$ cat src/rtl/acd_pkg.sv
package acd_pkg;

   typedef enum logic [1:0] {
      MODE_CHAIN  = 2'd0,
      MODE_DIRECT = 2'd1,
      MODE_EXT    = 2'd2
   } hck_mode_e;

   // pad direction wins over the direct-pass request
   function automatic hck_mode_e pick_mode(input logic drive_out, input logic direct);
      if (!drive_out)  return MODE_EXT;
      else if (direct) return MODE_DIRECT;
      else             return MODE_CHAIN;
   endfunction

endpackage

$ cat src/rtl/acd_divider.sv
module acd_divider #(
   parameter int W = 4
) (
   input  logic         clk,
   input  logic         rst_n,
   input  logic         tick_i,
   input  logic [W-1:0] lim_i,
   output logic         term_o,
   output logic         high_o
);

   if (W < 1 || W > 16) begin : g_bad_w
      $error("acd_divider: W out of range");
   end

   logic [W-1:0] cnt_q;
   logic [W-1:0] lim_q;
   logic [W:0]   half_w;

   assign term_o = tick_i && (cnt_q == lim_q);
   // high phase lasts ceil((lim+1)/2) input ticks
   assign half_w = {1'b0, (lim_q >> 1)} + (W+1)'(1);
   assign high_o = ({1'b0, cnt_q} < half_w);

   always_ff @(posedge clk or negedge rst_n) begin
      if (!rst_n) begin
         cnt_q <= '0;
         lim_q <= '0;
      end else if (term_o) begin
         cnt_q <= '0;
         lim_q <= lim_i;
      end else if (tick_i) begin
         cnt_q <= cnt_q + W'(1);
      end
   end

   // the shadow limit is only replaced at a terminal count
   assert_shadow_hold_R9: assert property (@(posedge clk) disable iff (!rst_n)
      !term_o |=> $stable(lim_q));

   // the count never runs past the loaded limit
   assert_count_bound_R4: assert property (@(posedge clk) disable iff (!rst_n)
      cnt_q <= lim_q);

endmodule

$ cat src/rtl/acd_half.sv
module acd_half (
   input  logic clk,
   input  logic rst_n,
   input  logic tick_i,
   output logic tick_o,
   output logic lvl_o
);

   logic tog_q;

   always_ff @(posedge clk or negedge rst_n) begin
      if (!rst_n)      tog_q <= 1'b0;
      else if (tick_i) tog_q <= ~tog_q;
   end

   assign tick_o = tick_i & tog_q;
   assign lvl_o  = ~tog_q;

   // output ticks never fall on adjacent cycles
   assert_half_alt_R2: assert property (@(posedge clk) disable iff (!rst_n)
      tick_o |=> !tick_o);

endmodule

$ cat src/rtl/acd_edge_sync.sv
module acd_edge_sync #(
   parameter int STAGES = 2
) (
   input  logic clk,
   input  logic rst_n,
   input  logic async_i,
   output logic rise_o
);

   if (STAGES < 2 || STAGES > 4) begin : g_bad_stages
      $error("acd_edge_sync: STAGES out of range");
   end

   logic [STAGES:0] sh_q;

   always_ff @(posedge clk or negedge rst_n) begin
      if (!rst_n) sh_q <= '0;
      else        sh_q <= {sh_q[STAGES-1:0], async_i};
   end

   assign rise_o = sh_q[STAGES-1] & ~sh_q[STAGES];

   // one tick per external edge
   assert_single_rise_R8: assert property (@(posedge clk) disable iff (!rst_n)
      rise_o |=> !rise_o);

endmodule

$ cat src/rtl/acd_chain.sv
module acd_chain
   import acd_pkg::*;
#(
   parameter int PM_W        = 8,
   parameter int FP_W        = 4,
   parameter int PRE_FACTOR  = 8,
   parameter int SYNC_STAGES = 2
) (
   input  logic            clk,
   input  logic            rst_n,
   input  logic            pre_sel_i,
   input  logic [PM_W-1:0] pm_div_i,
   input  logic [FP_W-1:0] fp_div_i,
   input  logic            hck_bypass_i,
   input  logic            hck_out_i,
   input  logic            ext_hck_i,
   output logic            hck_oe_o,
   output logic            hck_en_o,
   output logic            hck_clk_o,
   output logic            sck_en_o,
   output logic            sck_clk_o
);

   localparam int PRE_W = (PRE_FACTOR > 1) ? $clog2(PRE_FACTOR) : 1;
   localparam logic [PRE_W-1:0] PRE_LIM = PRE_W'(PRE_FACTOR - 1);

   if (PRE_FACTOR < 1 || PRE_FACTOR > 256) begin : g_bad_pre
      $error("acd_chain: PRE_FACTOR out of range");
   end
   if (PM_W < 1 || PM_W > 12) begin : g_bad_pm
      $error("acd_chain: PM_W out of range");
   end

   hck_mode_e mode;
   logic      chain_on;
   logic      pre_term;
   logic      pm_term;
   logic      pm_high;
   logic      half_tick;
   logic      half_lvl;
   logic      ext_rise;
   logic      feed_tick;
   logic      fp_term;
   logic      fp_high;

   assign mode     = pick_mode(hck_out_i, hck_bypass_i);
   assign chain_on = (mode == MODE_CHAIN);

   // prescaler stage: present only when it can divide
   if (PRE_FACTOR > 1) begin : g_pre
      logic pre_high;
      logic [PRE_W-1:0] pre_lim;
      assign pre_lim = pre_sel_i ? PRE_LIM : '0;
      acd_divider #(.W(PRE_W)) u_pre (
         .clk    (clk),
         .rst_n  (rst_n),
         .tick_i (chain_on),
         .lim_i  (pre_lim),
         .term_o (pre_term),
         .high_o (pre_high)
      );
   end else begin : g_no_pre
      assign pre_term = chain_on;
   end

   acd_divider #(.W(PM_W)) u_pm (
      .clk    (clk),
      .rst_n  (rst_n),
      .tick_i (pre_term),
      .lim_i  (pm_div_i),
      .term_o (pm_term),
      .high_o (pm_high)
   );

   acd_half u_half (
      .clk    (clk),
      .rst_n  (rst_n),
      .tick_i (pm_term),
      .tick_o (half_tick),
      .lvl_o  (half_lvl)
   );

   acd_edge_sync #(.STAGES(SYNC_STAGES)) u_ext (
      .clk     (clk),
      .rst_n   (rst_n),
      .async_i (ext_hck_i),
      .rise_o  (ext_rise)
   );

   always_comb begin
      unique case (mode)
         MODE_CHAIN:  feed_tick = half_tick;
         MODE_DIRECT: feed_tick = 1'b1;
         default:     feed_tick = ext_rise;
      endcase
   end

   acd_divider #(.W(FP_W)) u_fp (
      .clk    (clk),
      .rst_n  (rst_n),
      .tick_i (feed_tick),
      .lim_i  (fp_div_i),
      .term_o (fp_term),
      .high_o (fp_high)
   );

   logic hck_en_q, hck_clk_q, sck_en_q, sck_clk_q;

   always_ff @(posedge clk or negedge rst_n) begin
      if (!rst_n) begin
         hck_en_q  <= 1'b0;
         hck_clk_q <= 1'b0;
         sck_en_q  <= 1'b0;
         sck_clk_q <= 1'b0;
      end else begin
         hck_en_q  <= feed_tick & (mode != MODE_EXT);
         hck_clk_q <= chain_on ? half_lvl : (mode == MODE_DIRECT);
         sck_en_q  <= fp_term;
         sck_clk_q <= fp_high;
      end
   end

   assign hck_oe_o  = hck_out_i;
   assign hck_en_o  = hck_en_q;
   assign hck_clk_o = hck_clk_q;
   assign sck_en_o  = sck_en_q;
   assign sck_clk_o = sck_clk_q;

   // direct mode gives an HCK tick on every cycle
   assert_direct_every_cycle_R7: assert property (@(posedge clk) disable iff (!rst_n)
      ($past(rst_n) && $past(hck_out_i) && $past(hck_bypass_i)) |-> hck_en_o);

   // an input pad leaves the HCK outputs quiet
   assert_input_quiet_R8: assert property (@(posedge clk) disable iff (!rst_n)
      ($past(rst_n) && !$past(hck_out_i)) |-> (!hck_en_o && !hck_clk_o));

   // every bit-clock pulse lands on a master-clock pulse
   assert_sck_on_hck_R5: assert property (@(posedge clk) disable iff (!rst_n)
      ($past(rst_n) && $past(hck_out_i) && sck_en_o) |-> hck_en_o);

endmodule

$ cat config.mk
export PLATFORM = sky130hd
export DESIGN_NAME = acd_chain
export DESIGN_NICKNAME = d
export VERILOG_FILES = /design/src/rtl/acd_pkg.sv /design/src/rtl/acd_divider.sv /design/src/rtl/acd_half.sv /design/src/rtl/acd_edge_sync.sv /design/src/rtl/acd_chain.sv
export SDC_FILE = /design/constraint.sdc
export NUM_CORES = 1
export LEC_CHECK = 0
export BUFFER_PORTS_ARGS = -buffer_cell sky130_fd_sc_hd__buf_2
export CAP_MARGIN = 20
export CORE_MARGIN = 3
export CORE_UTILIZATION = 63
export DETAILED_ROUTE_END_ITERATION = 16
export GPL_ROUTABILITY_DRIVEN = 0
export PLACE_DENSITY = 0.85
export SKIP_CTS_REPAIR_TIMING = 1
export SYNTH_ARGS = -nofsm -noshare
export SYNTH_HDL_FRONTEND = slang
export SYNTH_HIERARCHICAL = 1
export SYNTH_SLANG_ARGS = --single-unit
$ cat constraint.sdc
create_clock -name clk -period 5.2 [get_ports clk]
set_input_delay 0 -clock clk [delete_from_list [all_inputs] [get_ports clk]]
set_output_delay 0 -clock clk [all_outputs]
set_load 0.03 [all_outputs]
### Word level (Yosys, flattened, before mapping)

Cells that the tools add are included.

* output and inout port bits: 5
* logic and storage cells: 45
* input port bits: 18
* flip-flop bits (word level): 38

* reductions and logical operators: 7
* muxes and demuxes: 11
* equality and inequality tests: 5
* order comparisons: 1
* $add $sub $neg: 4
* bitwise operators: 5

Operators with widths (count)
* $mux 8: 2
* $mux 3: 3
* $add 8x1->8 const B: 1
* $eq 8x8->1: 1
* $mux 4: 2
* $reduce_bool 2->1: 3
* $lt 4x5->1: 1
* $add 3x1->4 const B: 1
* $add 4x1->4 const B: 1
* $eq 4x4->1: 1
* $add 3x1->3 const B: 1
* $and 1x1->1: 3
* $eq 3x3->1: 1
* $logic_and 1x1->1: 3
* $eq 2x1->1 const B: 1
* $logic_not 2->1: 1
* $mux 1: 2
* $mux 2: 1
* $ne 2x2->1 const B: 1
* $not 1->1: 2
* $pmux 1 s2: 1

### Logic depth before layout (Yosys ltp)

* word-level depth: 9
* depth in mapped cells: 14
* gate-level depth less buffers: 12

### Modules after synthesis

The synthesis kept the hierarchy.

By module, submodules not included
* acd_divider at u_pm: seq. area each 400.4 sq um, area an instance 1022.2 sq um, cells each 99, instances 1
* acd_divider at u_fp: seq. area each 200.2 sq um, area an instance 465.4 sq um, cells each 42, instances 1
* acd_divider at g_pre.u_pre: seq. area each 150.1 sq um, area an instance 375.4 sq um, cells each 35, instances 1
* acd_chain: seq. area each 100.1 sq um, area an instance 137.6 sq um, cells each 11, instances 1
* acd_edge_sync: seq. area each 75.1 sq um, area an instance 88.8 sq um, cells each 4, instances 1
* acd_half: seq. area each 25.0 sq um, area an instance 45.0 sq um, cells each 4, instances 1

### Least setup slack after synthesis

OpenSTA, ideal clock, no wires.

* path type: register to register
* from: register g_pre.u_pre.lim_q[1]
* to: register u_fp.lim_q[0]
* data arrival time: 2873 ps
* cell stages (with the launch flop): 13
* buffers on the path: 2
* period minus slack after synthesis: 2998 ps
* path slack: 2202 ps
* library setup time: 125 ps
* required time: 5075 ps
* cell sequence: dfrtp_1 -> xor2_1 -> nor4_4 -> buf_2 -> nand2_1 -> nor3_4 -> buf_6 -> and2_2 -> o21a_1 -> a21o_1 -> o21ai_0 -> nor2_4 -> mux2_2

* cells in the longest elaborated chain, start to end: 6

RTL lines
* start, declared: RTL line acd_divider.sv:17 `logic [W-1:0] lim_q;`
* start signal, assigned: RTL line acd_divider.sv:31 `lim_q <= lim_i;`
* $eq 3x3->1: RTL line acd_divider.sv:20 `assign term_o = tick_i && (cnt_q == lim_q);`
* $logic_and 1x1->1: RTL line acd_divider.sv:20
* named net pre_term: RTL line acd_chain.sv:36 `logic pre_term;`
* $logic_and 1x1->1: RTL line acd_divider.sv:20
* named net pm_term: RTL line acd_chain.sv:37 `logic pm_term;`
* $and 1x1->1: RTL line acd_half.sv:16 `assign tick_o = tick_i & tog_q;`
* named net half_tick: RTL line acd_chain.sv:39 `logic half_tick;`
* $pmux 1 s2: RTL line acd_chain.sv:91 `unique case (mode)`
* named net feed_tick: RTL line acd_chain.sv:42 `logic feed_tick;`
* $logic_and 1x1->1: RTL line acd_divider.sv:20
* named net fp_term: RTL line acd_chain.sv:43 `logic fp_term;`
* end signal, assigned: RTL line acd_divider.sv:31
* end, declared: RTL line acd_divider.sv:17

The timed path passes the listed nets, and every way through them passes these cells.
A chain may end at the register's enable or synchronous reset.

### Worst setup path in the final report

* from: input port hck_out_i
* to: register u_fp.lim_q[0]

* cells in the longest elaborated chain, start to end: 7
* elaborated cells on any way between the ends: 8
* classes of those cells: 1 x eq/ne; 2 x mux; 1 x bitwise; 4 x reduce/logical

RTL lines
* start, declared: RTL line acd_chain.sv:15 `input logic hck_out_i,`
* $mux 2: RTL line acd_pkg.sv:11 `if (!drive_out) return MODE_EXT;`
* $logic_not 2->1: RTL line acd_chain.sv:47 `assign chain_on = (mode == MODE_CHAIN);`
* named net chain_on: RTL line acd_chain.sv:35 `logic chain_on;`
* $logic_and 1x1->1: RTL line acd_divider.sv:20
* named net pre_term: RTL line acd_chain.sv:36
* $logic_and 1x1->1: RTL line acd_divider.sv:20
* named net pm_term: RTL line acd_chain.sv:37
* $and 1x1->1: RTL line acd_half.sv:16
* named net half_tick: RTL line acd_chain.sv:39
* $pmux 1 s2: RTL line acd_chain.sv:91
* named net feed_tick: RTL line acd_chain.sv:42
* $logic_and 1x1->1: RTL line acd_divider.sv:20
* named net fp_term: RTL line acd_chain.sv:43

The timed path passes the listed nets, and every way through them passes these cells.

==> metrics.md <==
| Metric | Value |
|---|---|
| Status | completed |
| Pwr dens | 498 mW/mm^2 |
| Worst path cell trace | dlygate4sd3_1 > buf_2 > inv_1 > nor2_1 > inv_1 > nor4_4 > nand2_1 > nor3_4 > and2_2 > o21a_1 > a21o_1 > o21ai_0 > nor2_4 > mux2_2 |
| HP Class | primary input to asynchronous set/reset pin |
| Commonest non-fill, non-tap cell in the layout | dfrtp_1 |
| Deepest clock path buffer count | 2 |
| Syn Area/Cell | 11.8 sq um |
| Pre-antenna DRT Iters | 4 |
| CTS tree | done |
| Final Hold Viols | 0 |
| Sum Neg Setup Slack | 0 ps |
| Final WL | 3740 microns |
| Layout cells sized above 1 | a little under a quarter |
| Design area | 0.00219 sq mm |
| DR vias/cell | 5.56 |
| Peak supply drop | 0.000453 V |
| Leakage power | about 1.0 nW |
| Die W | 59.9 microns |
| Port bufs | 22 |
| Crit path arrival time | 4040 ps |
| Sequential fraction of design power | 47.0% |
| CP Launch Point | hck_out_i |
| Fmax | 0.263 GHz |
| Synth warnings | 6 |
| # rows | 18 |
| Net Sw Power | around 0.00043 W |
| M1 wire length | 1560 microns |
| Per-cell routed wire length | 16.3 microns |
| Htree depth | 2 |
| CP most frequent cell | inv_1 |
| Die Y | 59.9 microns |
| Nets | 224 |
| Clk_skew | approximately 8.3 ps |
| Worst EP required | 5440 ps |
| FF-to-FF setup slack | around 1600 ps |
| Hold_ws | 278 ps |
| Worst Setup EP | u_fp/lim_q[0] |
| Largest net degree at the start of global routing | 39 |
| Gate power share | 38.3% |
| Crit path kind | primary input to register |
| Pint | between 0.0006 and 0.0007 W |
| RR Startpoint | g_pre.u_pre/cnt_q[1] |
| Crit Reg-Reg Endpoint | u_fp/lim_q[0] |
| Synthesized Nets | between 150 and 200 |
| Global-route wire length before repair | ~5700 microns |
| Max-cap violations | 0 |
| Post-Synthesis Cells | roughly 160 |
| Core Region | 0.00261 sq mm |
| Final worst path period share | 73.0% |
| Total power draw | between 0.001 and 0.0015 W |
| Syn Std Cell Area | 0.00183 sq mm |
| Filler cells | 151 |
| Final setup vio count | 0 |
| HPWL Detailed | 2410 microns |
| GRT Util Overall | 23.1% |
| DRT iter0 DRCs | 45 |
| Relative slew slack | between 40% and 50% |
| Worst Reg-to-Reg Cells | 10 |
| Remaining routing DRC violations | 0 |
| Critical path peak fanout | 18 |
| Met3 WL | 144 microns |
| Vias post-DR | 1278 |
| Sw Ratio | around two fifths |
| Min Tclk post-route | 3800 ps |
| GRT overflow | 0 |
| Skew-Pair Late Insertion Delay | between 300 and 400 ps |
| Clock share of power | 14.8% |
| Antenna violations before repair | 0 |
| Syn-to-layout area delta | 19.9% |
| Worst setup EP type | register |
| CTS clock-pin slew for the worst setup and hold paths | roughly 110 ps |
| CTS Root Cell | clkbuf_4 |
| Die area | 0.00358 sq mm |
| Worst setup SP type | primary input |
| Final ANT Viol Nets | 0 |
| CTS buffer count | 5 |
| Worst-margin pin slew | 825 ps |
| Placed Area | 0.00195 sq mm |
| Uppermost layer routed | met4 |
| Critical Path Max Stage Delay | 680 ps |
| Met2 routed WL | 1930 microns |
| Most frequent cells in the layout | 38 x dfrtp_1, 22 x buf_2, 18 x dlygate4sd3_1, 13 x nor2_1, 13 x mux2_2 |
| Slew Viols, Final | 0 |
| Vias in the first global route | ~1.3k |
| CTS Sinks | 38 |
| Starting density of the core | 70.0% |
| RSZ-0062 raised after global routing | false |
| Slowest CP cell | nor3_4 |
| Antenna fix cells | 0 |
| IO Pins | 23 |
## worst max-delay path: cells and delay by family
family,cells,cell delay [ps]
AND/OR/NAND/NOR,6,2250
AO/OA/AOI/OAI,3,540
multiplexers,1,370
buffers and inverters,4,870
## layout make-up
| type | instances | area [sq um] | area share (%) |
|---|---|---|---|
| Clock buffer | 7 | 55.1 | 2.51 |
| Clock inverter | 1 | 5.00 | 0.228 |
| Inverter | 9 | 33.8 | 1.54 |
| Multi-Input combinational cell | 105 | 820 | 37.4 |
| Sequential cell | 38 | 951 | 43.4 |
| Tap cell | 30 | 37.5 | 1.71 |
| Timing Repair Buffer | 40 | 290 | 13.2 |
## flip-flops by register name (all words and copies together), names as in the netlist
signal             count
u_pm/cnt_q             8
sck_en_o               1
u_fp/cnt_q             4
u_fp/lim_q             4
u_half/tog_q           1
u_pm/lim_q             8
hck_en_o               1
sck_clk_o              1
g_pre.u_pre/lim_q      3
u_ext/sh_q             3
hck_clk_o              1
g_pre.u_pre/cnt_q      3
## stage by stage
| step | utilization [%] | setup WS, ps | std cells |
|---|---|---|---|
| after CTS | 77.0 | 1610 | 212 |
| final | 83.9 | 1400 | 230 |
| after floorplan | - | 2230 | 155 |
| after global routing | 83.9 | 1050 | 230 |
| after global placement | 74.7 | 1820 | 204 |
| after detailed placement | 74.7 | 1630 | 204 |
## how the worst min path moves through the flow
stage              start              endpoint
6_report           rst_n         u_pm/cnt_q[5]
5_1_grt        ext_hck_i         u_ext/sh_q[0]
4_1_cts        ext_hck_i         u_ext/sh_q[0]
3_5_place_dp   ext_hck_i         u_ext/sh_q[0]
3_3_place_gp   ext_hck_i         u_ext/sh_q[0]
2_1_floorplan      rst_n  g_pre.u_pre/cnt_q[0]
## layer usage
metal | vias to the layer above | global-route usage [%]
met5 | - | 0
met2 | 30 | 37.2
met1 | 620 | 27.4
met3 | 11 | 5.18
met4 | 0 | 15.8
li1 | 617 | -
## power by group through the flow
stage | sequential, W | combinational [W] | clock, W
final | 0.000513 | 0.000418 | 0.000161
after global routing | 0.000528 | 0.000459 | 0.000182
after CTS | 0.000513 | 0.000407 | 0.000166
after detailed placement | 0.000518 | 0.000400 | 0
after global placement | 0.000505 | 0.000369 | 0
after floorplan | 0.000501 | 0.000304 | 0
Note: power is estimated with default switching activity, not from simulation.
